--- config.mk ---
export PLATFORM = sky130hd
export DESIGN_NAME = i2c_page_mem
export DESIGN_NICKNAME = d
export VERILOG_FILES = /design/src/rtl/i2c_page_mem.sv
export SDC_FILE = /design/constraint.sdc
export NUM_CORES = 2
export LEC_CHECK = 0
export BUFFER_PORTS_ARGS = -buffer_cell sky130_fd_sc_hd__buf_4
export CAP_MARGIN = 10
export CORE_UTILIZATION = 35
export CTS_BUF_LIST = sky130_fd_sc_hd__clkbuf_2
export CTS_CLUSTER_DIAMETER = 150
export DETAILED_ROUTE_END_ITERATION = 8
export HOLD_SLACK_MARGIN = 0.02
export PLACE_DENSITY = 0.51
export SYNTH_ARGS = -nofsm -noshare
export SYNTH_HDL_FRONTEND = slang
export SYNTH_SLANG_ARGS = --single-unit
--- constraint.sdc ---
create_clock -name clk -period 5.3 [get_ports clk]
set_clock_uncertainty 0.2 [all_clocks]
set_input_delay 1.59 -clock clk [delete_from_list [all_inputs] [get_ports clk]]
set_output_delay 1.59 -clock clk [all_outputs]
set_load 0.05 [all_outputs]
--- src/rtl/i2c_page_mem.sv ---
module i2c_page_mem #(
  parameter int WCYC_CLKS = 500000
) (
  input  logic       clk,
  input  logic       rst_n,
  input  logic       scl_i,
  input  logic       sda_i,
  input  logic [2:0] strap_i,
  input  logic       wr_guard_i,
  output logic       sda_oe_o
);
  localparam int CW = $clog2(WCYC_CLKS + 1);
  localparam int DEPTH = 256;
  localparam int PAGE = 4;

  typedef enum logic [2:0] {S_IDLE, S_DEV, S_WADR, S_WDAT, S_RDAT} st_t;

  logic [2:0] scl_q, sda_q;
  logic scl_s, scl_p, sda_s, sda_p;
  assign scl_s = scl_q[1];
  assign scl_p = scl_q[2];
  assign sda_s = sda_q[1];
  assign sda_p = sda_q[2];

  logic scl_rise, scl_fall, start_c, stop_c;
  assign scl_rise = scl_s & ~scl_p;
  assign scl_fall = ~scl_s & scl_p;
  assign start_c  = scl_s & scl_p & sda_p & ~sda_s;
  assign stop_c   = scl_s & scl_p & ~sda_p & sda_s;

  st_t st, nxt;
  logic [3:0] bcnt;
  logic [7:0] shreg, ptr;
  logic [7:0] mem [DEPTH];
  logic [7:0] pbuf [PAGE];
  logic [PAGE-1:0] pval;
  logic mack;
  logic [CW-1:0] busy_cnt;
  logic busy, hit;

  assign busy = busy_cnt != '0;
  assign hit  = shreg[7:4] == 4'b1010 && shreg[3:1] == strap_i;

  always_ff @(posedge clk or negedge rst_n) begin
    if (!rst_n) begin
      scl_q <= '1;
      sda_q <= '1;
      st <= S_IDLE;
      nxt <= S_IDLE;
      bcnt <= '0;
      shreg <= '0;
      ptr <= '0;
      pval <= '0;
      mack <= 1'b0;
      busy_cnt <= '0;
      sda_oe_o <= 1'b0;
      for (int i = 0; i < DEPTH; i++) mem[i] <= '0;
      for (int i = 0; i < PAGE; i++) pbuf[i] <= '0;
    end else begin
      scl_q <= {scl_q[1:0], scl_i};
      sda_q <= {sda_q[1:0], sda_i};
      if (busy) busy_cnt <= busy_cnt - 1'b1;
      if (start_c) begin
        st <= S_DEV;
        bcnt <= '0;
        sda_oe_o <= 1'b0;
        pval <= '0;
      end else if (stop_c) begin
        st <= S_IDLE;
        bcnt <= '0;
        sda_oe_o <= 1'b0;
        pval <= '0;
        if (pval != '0 && !wr_guard_i) begin
          for (int i = 0; i < PAGE; i++)
            if (pval[i]) mem[{ptr[7:2], 2'(i)}] <= pbuf[i];
          busy_cnt <= CW'(WCYC_CLKS);
        end
      end else if (st != S_IDLE) begin
        if (scl_rise) begin
          if (bcnt < 4'd8) begin
            shreg <= {shreg[6:0], sda_s};
            bcnt <= bcnt + 1'b1;
          end else if (bcnt == 4'd8 && st == S_RDAT) begin
            mack <= ~sda_s;
            bcnt <= 4'd9;
          end
        end
        if (scl_fall) begin
          if (st == S_RDAT && bcnt != 4'd0 && bcnt < 4'd8) begin
            sda_oe_o <= ~shreg[7];
          end else if (st == S_RDAT && bcnt == 4'd8) begin
            sda_oe_o <= 1'b0;
          end else if (bcnt == 4'd8) begin
            bcnt <= 4'd9;
            case (st)
              S_DEV: begin
                if (hit && !busy) begin
                  sda_oe_o <= 1'b1;
                  nxt <= shreg[0] ? S_RDAT : S_WADR;
                end else begin
                  st <= S_IDLE;
                end
              end
              S_WADR: begin
                ptr <= shreg;
                sda_oe_o <= 1'b1;
                nxt <= S_WDAT;
              end
              default: begin
                pbuf[ptr[1:0]] <= shreg;
                pval[ptr[1:0]] <= 1'b1;
                ptr[1:0] <= ptr[1:0] + 2'd1;
                sda_oe_o <= 1'b1;
                nxt <= S_WDAT;
              end
            endcase
          end else if (bcnt == 4'd9) begin
            bcnt <= '0;
            sda_oe_o <= 1'b0;
            if (st == S_RDAT && !mack) begin
              st <= S_IDLE;
            end else begin
              st <= nxt;
              if (nxt == S_RDAT) begin
                shreg <= mem[ptr];
                sda_oe_o <= ~mem[ptr][7];
                ptr <= ptr + 1'b1;
              end
            end
          end
        end
      end
    end
  end
endmodule

==> reports/metrics.cfg <==
[floorplan]
chipHeight_um=530
start_util_pct=35.3
core-area_mm2=0.277
rows=193
ios=9
die_area_mm2=0.281
fp.dieW_um=530

[global_routing]
use_met3_pct=5.17
grt_usage_pct=26.8
grt_pass1_vias=67700
grt_busiest_layer=met2
grt_pass1_wl_um=533000
grt.met1_usage_pct=37.3
grt_overflow_total=0
antenna_found_initial=39
grt_max_degree=122
grt.met2_usage_pct=41.5

[placed_design]
place_inst=10500
dp_worst_setup_slack_ns=0.355
dp_hpwl_um=229000
place.gp.congestion=0.854
dpl-instance-area_mm2=0.103
io_buffer_count=8

[synthesis]
synth_edf_count=0
synth_area_mm2=0.0976
synth.distinct_cells=76
ys_seq_area_share_pct=54.8
ys_seq_elements=2137
yosysWarnings=0
synthFlopType=dfrtp_1
async_flop_share_pct=100
synth_nets=7023
syn-instance-count=7007
syn_avg_cell_area_um2=13.9

[pwr]
powerDensity_mw_per_mm2=268
p_total_mw=29.1
ir_drop_v=0.000237
p_leak_nw=49.6

[cells_and_area]
drive_above_1_share_pct=46.0
fin_cells=11500
final_cell_area_mm2=0.108
fin_util_pct=39.1
final_common_cell=dfrtp_1
finalNetCount=7394
area_delta_synth_final_pct=10.9
final_cell_mix=2,094 x dfrtp_1, 2,086 x mux2_2, 932 x clkbuf_2

[drt]
drtAntennaViolNets=0
drcViolationCount=0
routed_wirelength_um=377000
detailroute.via_count=66100
drt_pass1_iterations=5
wl_per_cell_um=32.8
avgViaCountPerCell=5.74
drtIter0Drc=6678

[cts]
htree_num_levels=6
clkSlewWorstSetupHoldPaths_ns=0.12
cts-root-buf=clkbuf_2
cts_tree=built
cts_hold_buf=7
cts_resized=0
cts.sinks=2137
cts_buffers=607
clock_latency_ns=2.05
postCtsSetupBuffers=0
cts_max_path_buffers=4

[sta]
fmax_mhz=199
relSlewSlack_pct=8.31
rsz0062_at_grt=false
setup_tns_ns=0
timing.final.ws_setup_ns=0.273
whs_ns=0.154
slew_violations=0
worst_pin_slew_ns=1.38
hold_viol_final=0
setup_violations=0
period_needed_ns=5.03
fin_crit_sh_pct=94.9

[min_path]
hp-class=flip-flop to flip-flop
min_path_cells=0

[critical_path]
required_ns=6.95
critPathArrivalTime_ns=6.68
critPathMaxFanout=31
worst-setup-path-type=flip-flop to flip-flop
start_kind=flip-flop
end_kind=flip-flop
r2r_cells=8
r2r_slack_ns=0.27

[job]
max_cap_violations=0

[run_status]
status=completed

==> power by group <==
| part | leakage, nW | switching (mW) | internal [mW] |
|---|---|---|---|
| combinational | 15.8 | 0.395 | 0.0889 |
| sequential | 29.7 | 0.108 | 16.3 |
| clock | 4.12 | 7.30 | 4.84 |
| total | 49.6 | 7.81 | 21.3 |
==> metal layers <==
metal / vias up / part of all wire (%)
met5: - / 0.0077
met4: 6 / 3.2
met3: 622 / 7.4
met2: 2851 / 46
met1: 35700 / 44
li1: 26900 / -
==> worst max-delay path, cell delays in order (launching register included) <==
cell and delay [ns]:
dfrtp_2 0.99, or4b_4 0.80, buf_4 0.34, o22ai_1 0.12, nor4_1 0.67, o211ai_1 0.53
a22o_1 0.36, a2111oi_0 0.69, a21oi_1 0.15
==> worst paths after layout <==
path	start	endpoint
worst max-delay path	ptr[4]$_DFFE_PN0P_	shreg[6]$_DFFE_PN0P_
worst min-delay path	sda_q[0]$_DFF_PN1_	sda_q[1]$_DFF_PN1_
worst max register to register	ptr[4]$_DFFE_PN0P_	shreg[6]$_DFFE_PN0P_
worst min register to register	sda_q[0]$_DFF_PN1_	sda_q[1]$_DFF_PN1_
max in group asynchronous	rst_n	mem[382]$_DFFE_PN0P_
min in group asynchronous	rst_n	mem[41]$_DFFE_PN0P_
==> cells by family after synthesis <==
family | synth area share (%)
compound gates | 3.83
xor+xnor | 0.135
fa+ha+maj | 0.103
mux | 35.1
flops | 54.8
simple gates | 3.60
buf+inv | 2.42
==> cell type report <==
type	count	area, µm²
fill	26600	169000
sequential	2137	53600
multi-input combinational	4354	42000
clock buffer	932	4660
tap	3705	4640
timing repair buffer	265	2780
clock inverter	100	564
inverter	13	48.8
antenna	10	25.0
==> synthesized netlist by cell type, types with 31 or more instances <==
library cell,count,area share (%)
mux4_2,98,2.3
mux2_2,2086,24
nand2_1,246,0.95
mux2i_1,859,8.8
nor4_1,75,0.48
a21oi_1,42,0.22
buf_2,146,0.75
nor3_1,31,0.16
clkbuf_1,277,1.1
buf_4,58,0.45
o22ai_1,424,2.7
nor2_2,92,0.59
dfrtp_1,2131,55
nor2_1,127,0.49
==> registers in the layout, indices dropped and copies added (netlist names) <==
signal    count
sda_oe_o      1
mem        2048
pval          4
mack          1
st            3
sda_q         3
nxt           3
ptr           8
pbuf         32
bcnt          4
busy_cnt     19
scl_q         3
shreg         8
Power figures use the tool's default switching activity.
